**src/rtl/ser_fwd_pkg.sv**
```systemverilog
`timescale 1ns/1ps
package ser_fwd_pkg;

  typedef enum logic [1:0] {
    DIV_BY_2  = 2'd0,
    DIV_BY_4  = 2'd1,
    DIV_BY_8  = 2'd2,
    DIV_BY_10 = 2'd3
  } div_code_e;

  // Whether a divide code is supported for serialization factor j
  function automatic logic div_is_legal(input int j, input div_code_e c);
    case (c)
      DIV_BY_2:  return 1'b1;
      DIV_BY_4:  return (j == 4) || (j == 8);
      DIV_BY_8:  return (j == 8);
      DIV_BY_10: return (j == 10);
      default:   return 1'b0;
    endcase
  endfunction

  // Bit i (0 = first sent) of the forwarded-clock pattern
  function automatic logic pattern_bit(input div_code_e c, input int i);
    case (c)
      DIV_BY_2:  return ((i % 2) == 0);
      DIV_BY_4:  return (((i / 2) % 2) == 1);
      DIV_BY_8:  return ((((i + 2) / 4) % 2) == 0);
      DIV_BY_10: return ((((i + 2) / 5) % 2) == 0);
      default:   return 1'b0;
    endcase
  endfunction

endpackage

```
**src/rtl/ser_clk_pattern.sv**
```systemverilog
`timescale 1ns/1ps
module ser_clk_pattern #(
  parameter int J = 8
) (
  input  logic [1:0]   div_sel,
  output logic [J-1:0] pattern
);
  import ser_fwd_pkg::*;

  div_code_e eff_code;

  always_comb begin
    eff_code = div_code_e'(div_sel);
    if (!div_is_legal(J, eff_code)) eff_code = DIV_BY_2;
    for (int i = 0; i < J; i++) begin
      pattern[J-1-i] = pattern_bit(eff_code, i);
    end
  end

endmodule

```
**src/rtl/ser_lane.sv**
```systemverilog
`timescale 1ns/1ps
module ser_lane #(
  parameter int J      = 8,
  parameter bit RETIME = 1'b0
) (
  input  logic         clk,
  input  logic         rst,
  input  logic         load,
  input  logic [J-1:0] word,
  input  logic         center_en,
  output logic         ser_out
);

  logic [J-1:0] shreg;

  always_ff @(posedge clk) begin
    if (rst)       shreg <= '0;
    else if (load) shreg <= word;
    else           shreg <= {shreg[J-2:0], 1'b0};
  end

  generate
    if (RETIME) begin : g_retime
      logic fall_q;
      always_ff @(negedge clk) begin
        if (rst) fall_q <= 1'b0;
        else     fall_q <= shreg[J-1];
      end
      assign ser_out = center_en ? fall_q : shreg[J-1];
    end else begin : g_bypass
      logic unused_cen;
      assign unused_cen = center_en;
      assign ser_out    = shreg[J-1];
    end
  endgenerate

endmodule

```
**src/rtl/ser_fwd_tx.sv**
```systemverilog
`timescale 1ns/1ps
module ser_fwd_tx #(
  parameter int LANES = 2,
  parameter int J     = 8
) (
  input  logic               clk,
  input  logic               rst,
  input  logic               load,
  input  logic               center_en,
  input  logic [1:0]         div_sel,
  input  logic [LANES*J-1:0] din,
  output logic [LANES-1:0]   tx_data,
  output logic               tx_clk
);

  logic [J-1:0] clk_pattern;

  ser_clk_pattern #(.J(J)) i_pattern (
    .div_sel (div_sel),
    .pattern (clk_pattern)
  );

  genvar n;
  generate
    for (n = 0; n < LANES; n++) begin : g_lane
      ser_lane #(.J(J), .RETIME(1'b0)) i_lane (
        .clk       (clk),
        .rst       (rst),
        .load      (load),
        .word      (din[n*J +: J]),
        .center_en (1'b0),
        .ser_out   (tx_data[n])
      );
    end
  endgenerate

  ser_lane #(.J(J), .RETIME(1'b1)) i_clk_lane (
    .clk       (clk),
    .rst       (rst),
    .load      (load),
    .word      (clk_pattern),
    .center_en (center_en),
    .ser_out   (tx_clk)
  );

endmodule

```
**config.mk**
```make
export PLATFORM = sky130hd
export DESIGN_NAME = ser_fwd_tx
export DESIGN_NICKNAME = d
export VERILOG_FILES = /design/src/rtl/ser_fwd_pkg.sv /design/src/rtl/ser_clk_pattern.sv /design/src/rtl/ser_lane.sv /design/src/rtl/ser_fwd_tx.sv
export SDC_FILE = /design/constraint.sdc
export NUM_CORES = 1
export LEC_CHECK = 0
export BUFFER_PORTS_ARGS = -buffer_cell sky130_fd_sc_hd__buf_2
export CAP_MARGIN = 40
export CELL_PAD_IN_SITES_DETAIL_PLACEMENT = 0
export CELL_PAD_IN_SITES_GLOBAL_PLACEMENT = 1
export CORE_MARGIN = 4
export CORE_UTILIZATION = 38
export DETAILED_ROUTE_END_ITERATION = 10
export HOLD_SLACK_MARGIN = 0.02
export MAX_ROUTING_LAYER = met4
export PLACE_DENSITY_LB_ADDON = 0.1
export SLEW_MARGIN = 20
export SYNTH_ARGS = -nofsm -noshare
export SYNTH_HDL_FRONTEND = slang
export SYNTH_SLANG_ARGS = --single-unit
```
**constraint.sdc**
```tcl
create_clock -name clk -period 0.95 [get_ports clk]
set_input_delay 0.095 -clock clk [delete_from_list [all_inputs] [get_ports clk]]
set_output_delay 0.095 -clock clk [all_outputs]
set_load 0.02 [all_outputs]
```
==> summary.md, run 1 <==
| Metric | Value |
|---|---|
| Area contributors post-synth | dfxtp_1 52%, mux2i_1 18%, nor2_1 7.5% |
| Simple-gate share of the synthesized area | between 10% and 20% |
| First-pass GRT wire length | about 2.6 mm |
| Drt via density | between 4 and 5 |
| Core Rows | 17 |
| Gr ovfl total | 0 |
| Synth top area share | between 50% and 60% |
| Hold WC Path Type | in2reg |
| Top cell type by total area after synthesis | dfxtp_1 |
| Layout fillers | between 200 and 250 |
| Syn Area/Cell | roughly 11 um2 |
| Pwr Total | around 1.9 mW |
| Setup bufs post-CTS | 0 |
| Main combinational cell family by area after synthesis | multiplexers |
| Number of global-route vias before repair | roughly 650 |
| Layout cells sized above 1 | 27.4% |
| Post-synthesis sequential area ratio | between 50% and 60% |
| Final nets | between 150 and 200 |
| Die height | 58.2 um |
| Post-synth cell types | 19 |
| Syn_nets | about 110 |
| Status | complete, but fails checks |
| PD cells | between 1000 and 1500 nW/um2 |
| Worst path required time | approximately 850 ps |
| Post-DP HPWL | ~1.1 mm |
| Inserted Clock Buffers | 3 |
| Total GRT Usage | 10.5% |
| MaxCap Viol Count | 0 |
| Synth Cell Area | 957 um2 |
| Core ar. | between 2000 and 2500 um2 |
| Die width | around 58 um |
| RePlAce Congestion | a little over 0.7 |
| Unrepaired setup endpoints after global routing | yes |
| Synth warn | 0 |
| Post-synth EDFFs | 0 |
| Leak | roughly 0.62 nW |
| DRC viols | 0 |
| Final worst setup slack | -655 ps |
| CTS tree | built |
| Sink Count | 25 |
| Root Buffer | clkbuf_4 |
| Max FO, Critical Path | 1 |
| Via count | ~700 |
| Slew margin rel. | 87.5% |
| Largest net degree at the start of global routing | 25 |
| Initial drt markers | 6 |
| Post-synth ARST share | 0% |
| Initial antenna violation count | 0 |
| CP Class | reg2out |
| Mux share of post-synthesis cell area | between 10% and 20% |
| Post-synth top cells | 25 x dfxtp_1, 19 x nor2_1, 17 x mux2i_1, 4 x ha_1, 3 x inv_1 |
| IO Count | 25 |
| #FFs+latches synth | 25 |
| Setup_tns | -685 ps |
| Layout area overhead | 34.6% |
| Routed Antenna Nets | 0 |
| First-pass DRT Iterations | 2 |
| Worst slew pin tran | between 150 and 200 ps |
| Final Util | a little under three fifths |
| Synth Area in Compound Gates | around 2.2% |
| Slew Viols, Final | 0 |
| Maximum root-to-sink buffer count | 2 |
| Critical Path Start Type | register |
| Per-cell routed wire length | 10.6 um |
| Hold Violations, Final | 0 |
| Post-Synth XOR/XNOR Area | 0% |
| Adder-cell share of the synthesized area | under 10% |
| Starting Density | a little over two fifths |
| Crit path DAT | ~1500 ps |
| Critical Path End Type | primary output |
| Synth Flop Type | dfxtp_1 |
| Max VDD drop | 0.859 mV |
| Most common cell in the netlist | dfxtp_1 |
| Clk slew on worst S/H paths | between 100 and 150 ps |
| Final wirelength | between 1.5 and 2 mm |
| H-tree depth | 1 |
| Count of input and output buffers | 24 |
| Clock Skews | 56.3 ps |
| Violated checks | negative setup slack |
| Clock Latency Late Sink | roughly 360 ps |
| Hold slack | around 20 ps |
| Die area | roughly 3400 um2 |
| Synth Instances | 86 |
| Diodes inserted | 0 |
| # setup viols final | 2 |
-- report_power, final --
group	switching, mW	total [mW]	internal [mW]
combinational	0.113	0.279	0.166
sequential	0.0141	1.12	1.11
clock	0.306	0.466	0.160
total	0.433	1.87	1.43
-- routing by layer --
metal | GRT usage (%) | share of wire, % | up-vias
met4 | 3.97 | 1.1 | 0
met3 | 2.67 | 4.8 | 2
met5 | - | 0 | -
li1 | - | - | 356
met1 | 12.1 | 44 | 313
met2 | 17.4 | 50 | 15
-- cells in the final DEF (no fill, tap or decap), types with 2 or more instances in the layout --
cell,instances
and3b_1,2
nor3b_1,2
dfxtp_1,24
clkbuf_4,3
nand2b_1,2
mux2i_1,17
buf_12,3
nor2_1,19
buf_2,23
ha_1,4
inv_1,3
dlygate4sd3_1,14
-- worst max-delay path, cell delays in order (launching register included) --
cell	delay, ps
dfxtp_1	290
mux2_4	250
buf_6	130
-- kinds of logic after synthesis --
kind of cell,Yosys count
flip-flops,25
AND/OR/NAND/NOR,26
adder cells (fa/ha/maj),4
buffers and inverters,10
AO/OA/AOI/OAI,3
multiplexers,18
-- through the flow --
| step | instance area, um2 | cells | worst slack (ps) |
|---|---|---|---|
| floorplan | 961 | 86 | -178 |
| global placement | 1110 | 134 | -291 |
| detailed placement | 1110 | 134 | -301 |
| CTS | 1270 | 151 | -666 |
| global route | 1290 | 152 | -716 |
| finish | 1290 | 152 | -655 |
-- final cells by class --
class                   count  area (um2)  area share [%]
clock buffers               3        22.5            1.75
well taps                  28        35.0            2.72
flip-flops and latches     25         502            38.9
repair buffers             41         327            25.3
inverters                   2        7.51           0.583
multi-input cells          51         387            30.0
clock inverters             2        8.76           0.680
-- final timing paths --
kind                                          from                                    end  slack [ps]  depth (start not counted)
max          i_clk_lane.g_retime.fall_q$_SDFF_NP0_                                 tx_clk        -660                          2
min                                         din[7]   g_lane[0].i_lane.shreg[7]$_SDFF_PP0_          20                          3
max reg2reg         i_clk_lane.shreg[7]$_SDFF_PP0_  i_clk_lane.g_retime.fall_q$_SDFF_NP0_         -30                          1
min reg2reg         i_clk_lane.shreg[6]$_SDFF_PP0_         i_clk_lane.shreg[7]$_SDFF_PP0_         460                          2
-- registers in the layout (all words and copies together), names as in the netlist --
name / count
g_lane.i_lane.shreg: 16
i_clk_lane.g_retime.fall_q: 1
i_clk_lane.shreg: 8
-- timing repair --
item,CTS,global route
gates resized for setup,3,2
gates cloned,0,0
hold buffers,13,1
setup endpoints to repair,2,2
endpoints found under the hold margin,13,1
Power figures use the tool's default switching activity.
==> run 2, diff against run 1 <==
ABC_AREA = 1   (was unset)
CORE_UTILIZATION = 36   (was 38)
==> run 2 against run 1 <==
Effect of this change: the flow still finishes with violations (negative setup slack); via count is 16% higher; critical path type unchanged; highest routed layer unchanged; clock skew is 1.9 ps higher; global-route usage is 1.0 points higher; largest cell class unchanged; flip-flop and latch count stayed put; non-clock buffer count is 3 higher; sequential share of layout area is 0.097 points higher.
==> summary.md, run 2 <==
| Metric | Value |
|---|---|
| Status | complete, but fails checks |
| Violated checks | negative setup slack |
| #FFs+latches synth | 25 (unchanged) |
| Crit path DAT | 1390 ps (-120 ps) |
| Count of input and output buffers | 24 (unchanged) |
| RePlAce Congestion | 0.657 (-8.5%) |
| Core ar. | 2520 um2 (+9.8%) |
| Inserted Clock Buffers | 3 (unchanged) |
| Max FO, Critical Path | 1 (unchanged) |
| Placed Cells | 164 (+22%) |
| Crit-path slowest cell | dfxtp_2 |
| Slew Viols, Final | 0 (unchanged) |
| Slowest cell delay on critical path | 310 ps (+20 ps) |
| Most common cell in the netlist | nand2_1 |
| Per-cell routed wire length | 9.73 um (-8.4%) |
| Top cell type by total area after synthesis | dfxtp_1 |
| Root Buffer | clkbuf_4 |
| Layout cells sized above 1 | 24.7% (-2.7 points) |
| Clk slew on worst S/H paths | 120 ps (about the same) |
| Post-synth ARST share | 0% (unchanged) |
| Top flop regs | g_lane.i_lane.shreg (16), i_clk_lane.shreg (8), i_clk_lane.g_retime.fall_q (1) |
| Worst slew pin tran | 594 ps (+407 ps) |
| Gr ovfl total | 0 (unchanged) |
| Synth Cell Area | 962 um2 (+0.52%) |
| Gr busiest metal | met2 |
| Critical Path Start Type | register |
| Met3 Track Usage GR | 4.75% (+2.1 points) |
| Int Pwr | 1.40 mW (-2.1%) |
| Final nets | 181 (+20%) |
| DRC viols | 0 (unchanged) |
| Area contributors post-synth | dfxtp_1 52%, nand2_1 17%, nand3_1 9.4% |
| Post-route insts no fill | 184 (+21%) |
| Starting Density | 38.1% (-3.5 points) |
| Die width | 59.7 um (+2.6%) |
| Synth Flop Type | dfxtp_1 |
| Maximum root-to-sink buffer count | 2 (unchanged) |
| Total GRT Usage | 11.5% (+1.0 points) |
| Unrepaired setup endpoints after global routing | yes |
| Post-synth EDFFs | 0 (unchanged) |
| Hold Violations, Final | 0 (unchanged) |
| # setup viols final | 1 (-1) |
| Syn_nets | 140 (+25%) |
| Post-synth top cells | 43 x nand2_1, 25 x dfxtp_1, 18 x nand3_1, 7 x inv_1, 5 x buf_6 |
| Setup bufs post-CTS | 0 (unchanged) |
| Synth Instances | 114 (+33%) |
| Final Util | 51.1% (-5.0 points) |
| Most common cell after layout, fill and taps aside | nand2_1 |
| Combinational share of power | 14.2% (-0.8 points) |
| Layout area overhead | 33.9% |
| IO Count | 25 (unchanged) |
| Final instance area | 1290 um2 (unchanged) |
| Final worst setup slack | -531 ps (+124 ps) |
| Routed Antenna Nets | 0 (unchanged) |
| Core Rows | 18 (+1) |
| Clock Latency Late Sink | 360 ps (about the same) |
| Hold slack | 93.6 ps (+73.7 ps) |
| Post-synth cell types | 13 (-6) |
| First-pass DRT Iterations | 3 (+1) |
| Slew margin rel. | 60.4% (-27 points) |
| Largest net degree at the start of global routing | 22 (-12%) |
| Max VDD drop | 1.11 mV (+30%) |
| MaxCap Viol Count | 0 (unchanged) |
| Largest register FFs | 16 (unchanged) |
| Initial antenna violation count | 0 (unchanged) |
| Syn Area/Cell | 8.44 um2 (-24%) |
| Post-synthesis sequential area ratio | 52.0% (-0.27 points) |
| Final wirelength | 1.79 mm (+11%) |
| Most frequent cells in the layout | 42 x nand2_1, 23 x dfxtp_1, 23 x buf_2, 18 x nand3_1, 16 x dlygate4sd3_1 |
| Clock Skews | 58.2 ps (+1.88 ps) |
| Post-DP HPWL | 1.17 mm (+6.0%) |
| Met1 Resource Use GR | 12.4% (+0.26 points) |
| PD cells | 1420 nW/um2 (-2.2%) |
| Area after DPL | 1090 um2 (-1.4%) |
| Critical Path End Type | primary output |
| Met2 Usage GRT | 19.8% (+2.3 points) |
| Switching pwr | 0.423 mW (-2.3%) |
| Synth warn | 0 (unchanged) |
| Hold WC Path Type | in2reg |
| Drt via density | 4.33 (-4.0%) |
| Critical path cell sequence | nand2_2 > o21ai_4 > buf_6 |
| Synth top area share | 52.0% (-0.27 points) |
| Switching fraction of total power | 23.2% (-0.028 points) |
| Die area | 3560 um2 (+5.3%) |
| CTS tree | built |
| Leak | 0.663 nW (+6.2%) |
| Diodes inserted | 0 (unchanged) |
| First-pass GRT wire length | 3.11 mm (+18%) |
| Top reg by flops | g_lane.i_lane.shreg |
| Sink Count | 25 (unchanged) |
| Number of global-route vias before repair | 782 (+20%) |
| Initial drt markers | 34 (+28) |
| Die height | 59.7 um (+2.6%) |
| Via count | 797 (+16%) |
| Clk pwr share | 24.5% (-0.5 points) |
| H-tree depth | 1 (unchanged) |
| CP Class | reg2out |
| Sequential share of power | 61.4% (+1.3 points) |
| Worst path required time | 850 ps (about the same) |
-- run 2: cell types whose count changed after synthesis, sizes merged, moves of 2 or more --
cell	change
mux2i	-17
nand2b	-2
nor2	-14
nand3	+18
nand3b	+2
and3b	-2
nand2	+43
inv	+4
-- run 2: cell type report --
type                            count  area (um2)
Fill cell                         257        1230
Timing Repair Buffer               44         329
Tap cell                           30        37.5
Sequential cell                    25         503
Clock buffer                        3        22.5
Inverter                            6        22.5
Clock inverter                      2        7.51
Multi-Input combinational cell     74         367
-- run 2: per-layer routing --
layer,vias up,share of wire [%],wire [um]
met2,13,48,863
met4,0,0.84,15
met1,351,46,823
li1,431,-,-
met5,-,0,0
met3,2,4.9,88
-- run 2: logic make-up after synthesis --
family | after synthesis | share of synthesized area (%)
AOI/OAI and AO/OA | 1 | 0.520
adders and majority gates | 4 | 5.20
DFF | 25 | 52.0
buffers and inverters | 15 | 11.6
and+or+nand+nor | 69 | 30.7
-- run 2: timing repair --
action,in CTS,in global routing
gates resized for setup,5,1
hold endpoints to repair,16,0
hold buffers,16,0
endpoints found under the setup margin,2,2
-- run 2: power by group through the flow --
stage | Clock [mW] | Combinational [mW] | Sequential, mW
floorplan | 0.0132 | 0.139 | 1.14
global placement | 0.0132 | 0.203 | 1.14
detailed placement | 0.0132 | 0.206 | 1.14
CTS | 0.483 | 0.260 | 1.12
global route | 0.533 | 0.292 | 1.13
finish | 0.447 | 0.259 | 1.12
-- run 2: worst max-delay path: cells and delay by family (launching register included) --
kind | cells | cell delay, ps
AOI/OAI and AO/OA | 1 | 60
buffers and inverters | 1 | 130
DFF | 1 | 310
and+or+nand+nor | 1 | 50
-- run 2: worst paths after layout --
kind / depth (start not counted) / slack (ps) / start / end
setup reg to reg: 2 / 0 / i_clk_lane.shreg[7]$_SDFF_PP0_ / i_clk_lane.g_retime.fall_q$_SDFF_NP0_
hold / removal: 3 / 90 / rst / i_clk_lane.shreg[2]$_SDFF_PP0_
setup / recovery: 3 / -530 / i_clk_lane.g_retime.fall_q$_SDFF_NP0_ / tx_clk
hold reg to reg: 2 / 430 / g_lane[0].i_lane.shreg[2]$_SDFF_PP0_ / g_lane[0].i_lane.shreg[3]$_SDFF_PP0_
-- run 2: per-stage QoR --
| stage | total power [mW] | setup slack (ps) | TNS, ps |
|---|---|---|---|
| finish | 1.83 | -531 | -531 |
| global route | 1.95 | -610 | -612 |
| CTS | 1.86 | -547 | -550 |
| detailed placement | 1.36 | -204 | -662 |
| global placement | 1.36 | -190 | -719 |
| floorplan | 1.29 | -57.5 | -101 |
==> run 3, diff against run 2 <==
CORE_MARGIN = unset   (was 4)
CORE_UTILIZATION = 33   (was 36)
GPL_TIMING_DRIVEN = 0   (was unset)
clock period = 1.3 ns   (was 0.95 ns; I/O delays follow)
==> run 3 against run 2 <==
Effect of this change: total power is 25% lower; flip-flop and latch count stayed put; the flow still finishes with violations (negative setup slack); largest power group unchanged; sequential share of layout area grew 0.40 points.
==> summary.md, run 3 (synthesis results as in run 2) <==
| Metric | Value |
|---|---|
| Post-DP HPWL | 1.25 mm (+6.8%) |
| First-pass GRT wire length | 3.21 mm (+3.3%) |
| Diodes inserted | 0 (unchanged) |
| Root Buffer | clkbuf_4 |
| Per-cell routed wire length | 9.83 um (+1.0%) |
| Switching fraction of total power | 24.6% (+1.5 points) |
| Leak | 0.665 nW (+0.31%) |
| Inserted Clock Buffers | 3 (unchanged) |
| Clk slew on worst S/H paths | 140 ps (+20 ps) |
| Sink Count | 25 (unchanged) |
| Slew margin rel. | 88.4% (+28 points) |
| Final nets | 180 (-0.55%) |
| Slowest cell delay on critical path | 310 ps (about the same) |
| Reg2Reg Depth | 2 (unchanged) |
| Maximum root-to-sink buffer count | 2 (unchanged) |
| H-tree depth | 1 (unchanged) |
| Clk pwr share | 26.2% (+1.7 points) |
| First-pass DRT Iterations | 4 (+1) |
| Final worst setup slack | -387 ps (+144 ps) |
| Final instance area | 1270 um2 (-1.3%) |
| Hold Path Cell Cnt | 3 (unchanged) |
| Number of global-route vias before repair | 811 (+3.7%) |
| PD cells | 1070 nW/um2 (-24%) |
| Crit path max-delay family | flip-flops |
| IO Count | 25 (unchanged) |
| Pwr Total | 1.36 mW (-25%) |
| Largest net degree at the start of global routing | 15 (-32%) |
| Largest register FFs | 16 (unchanged) |
| Total GRT Usage | 13.4% (+1.8 points) |
| Layout area overhead | 32.2% |
| Die width | 56.0 um (-6.2%) |
| Most common cell after layout, fill and taps aside | nand2_1 |
| Clock Latency Late Sink | 370 ps (about the same) |
| Storage element area | 502 um2 (-0.25%) |
| Routed Antenna Nets | 0 (unchanged) |
| Worst path required time | 1170 ps (+320 ps) |
| Sequential share of power | 60.0% (-1.4 points) |
| Drt via density | 4.32 (-0.25%) |
| Critical Path End Type | primary output |
| Worst Path Buf+Inv | 1 (unchanged) |
| Top reg by flops | g_lane.i_lane.shreg |
| Status | complete, but fails checks |
| Final wirelength | 1.81 mm (+1.0%) |
| MaxCap Viol Count | 0 (unchanged) |
| Core ar. | 2760 um2 (+9.3%) |
| Most frequent cells in the layout | 42 x nand2_1, 24 x dfxtp_1, 23 x buf_2, 18 x nand3_1, 11 x dlygate4sd3_1 |
| Reg-to-reg startpoint | i_clk_lane.shreg[7]$_SDFF_PP0_ |
| Crit-path slowest cell | dfxtp_2 |
| Top flop regs | g_lane.i_lane.shreg (16), i_clk_lane.shreg (8), i_clk_lane.g_retime.fall_q (1) |
| DRC viols | 0 (unchanged) |
| Pre-CTS setup slack | -43.3 ps (+161 ps) |
| Hold Violations, Final | 0 (unchanged) |
| CTS tree | built |
| Multi-input gate area | 357 um2 (-2.7%) |
| Layout fillers | 274 (+6.6%) |
| Critical Path Start Type | register |
| R2r endpoint | i_clk_lane.g_retime.fall_q$_SDFF_NP0_ |
| Internal reg-to-reg setup slack | 160 ps (+160 ps) |
| Setup_tns | -387 ps (+144 ps) |
| Unrepaired setup endpoints after global routing | yes |
| Gr ovfl total | 0 (unchanged) |
| Area after DPL | 1120 um2 (+3.1%) |
| CP Class | reg2out |
| Starting Density | 34.9% (-3.3 points) |
| Max FO, Critical Path | 1 (unchanged) |
| Count of input and output buffers | 24 (unchanged) |
| WHS Endpoint | g_lane[1].i_lane.shreg[7]$_SDFF_PP0_ |
| Worst slew pin tran | 174 ps (-420 ps) |
| Placed Cells | 169 (+3.0%) |
| Via count | 795 (-0.25%) |
| Initial drt markers | 16 (-53%) |
| Die area | 3140 um2 (-12%) |
| Max VDD drop | 0.858 mV (-23%) |
| Hold Crit Start | din[15] |
| Layout cells sized above 1 | 26.1% (+1.5 points) |
| Violated checks | negative setup slack |
| # setup viols final | 1 (unchanged) |
| Combinational share of power | 13.8% (-0.4 points) |
| Switching pwr | 0.336 mW (-21%) |
| Post-route insts no fill | 184 (unchanged) |
| Slew Viols, Final | 0 (unchanged) |
| Core Rows | 19 (+1) |
| Int Pwr | 1.03 mW (-27%) |
| Critical path cell sequence | nand2_2 > o21ai_2 > buf_6 |
| Die height | 56.0 um (-6.2%) |
| Clock Skews | 54.3 ps (-3.85 ps) |
| Initial antenna violation count | 0 (unchanged) |
| RePlAce Congestion | 0.695 (+5.7%) |
| Crit path DAT | 1560 ps (+170 ps) |
| Hold WC Path Type | in2reg |
==> run 3: what timing repair did <==
action,4_1_cts,5_1_grt
pin swaps,0,0
hold buffers,11,0
resized for setup,3,1
setup buffers,0,0
hold endpoints to repair,11,0
setup endpoints to repair,1,1
==> run 3: per-layer routing <==
metal / vias to the layer above / share of wire, % / GRT usage [%] / routed length (um)
met1: 347 / 45 / 14.3 / 818
met3: 2 / 4.5 / 4.19 / 82
met5: - / 0 / - / 0
li1: 429 / - / - / -
met2: 17 / 49 / 24.0 / 892
met4: 0 / 0.83 / 3.14 / 15
==> run 3: layout make-up <==
class | count | area share [%]
plain buffers | 8 | 6.69
clock buffers | 3 | 1.77
clock inverters | 2 | 0.688
inverters | 6 | 1.77
multi-input cells | 74 | 28.0
flip-flops and latches | 25 | 39.4
well taps | 31 | 3.05
repair buffers | 35 | 18.6
==> run 3: stage by stage <==
stage               hold WS (ps)  util, %
global route                24.8     46.1
floorplan                    206        -
global placement             348     40.8
finish                      30.4     46.1
CTS                         20.1     46.1
detailed placement           351     40.8
==> run 3: how the worst max path moves through the flow <==
stage,start,end,cells after the start
4_1_cts,i_clk_lane.g_retime.fall_q$_SDFF_NP0_,tx_clk,3
3_5_place_dp,i_clk_lane.g_retime.fall_q$_SDFF_NP0_,tx_clk,3
2_1_floorplan,i_clk_lane.g_retime.fall_q$_SDFF_NP0_,tx_clk,2
6_report,i_clk_lane.g_retime.fall_q$_SDFF_NP0_,tx_clk,3
5_1_grt,i_clk_lane.g_retime.fall_q$_SDFF_NP0_,tx_clk,3
3_3_place_gp,i_clk_lane.g_retime.fall_q$_SDFF_NP0_,tx_clk,3
==> run 3: worst min-delay path, stage by stage <==
cell,delay (ps)
buf_2,70
nand3_1,60
nand2_1,60
==> run 3: power by group through the flow <==
stage                     Clock (mW)  Sequential, mW  Combinational (mW)
after floorplan              0.00963           0.833              0.0993
after global placement       0.00963           0.835               0.159
after detailed placement     0.00963           0.836               0.162
after CTS                      0.382           0.819               0.190
after global routing           0.407           0.823               0.212
final                          0.357           0.819               0.188
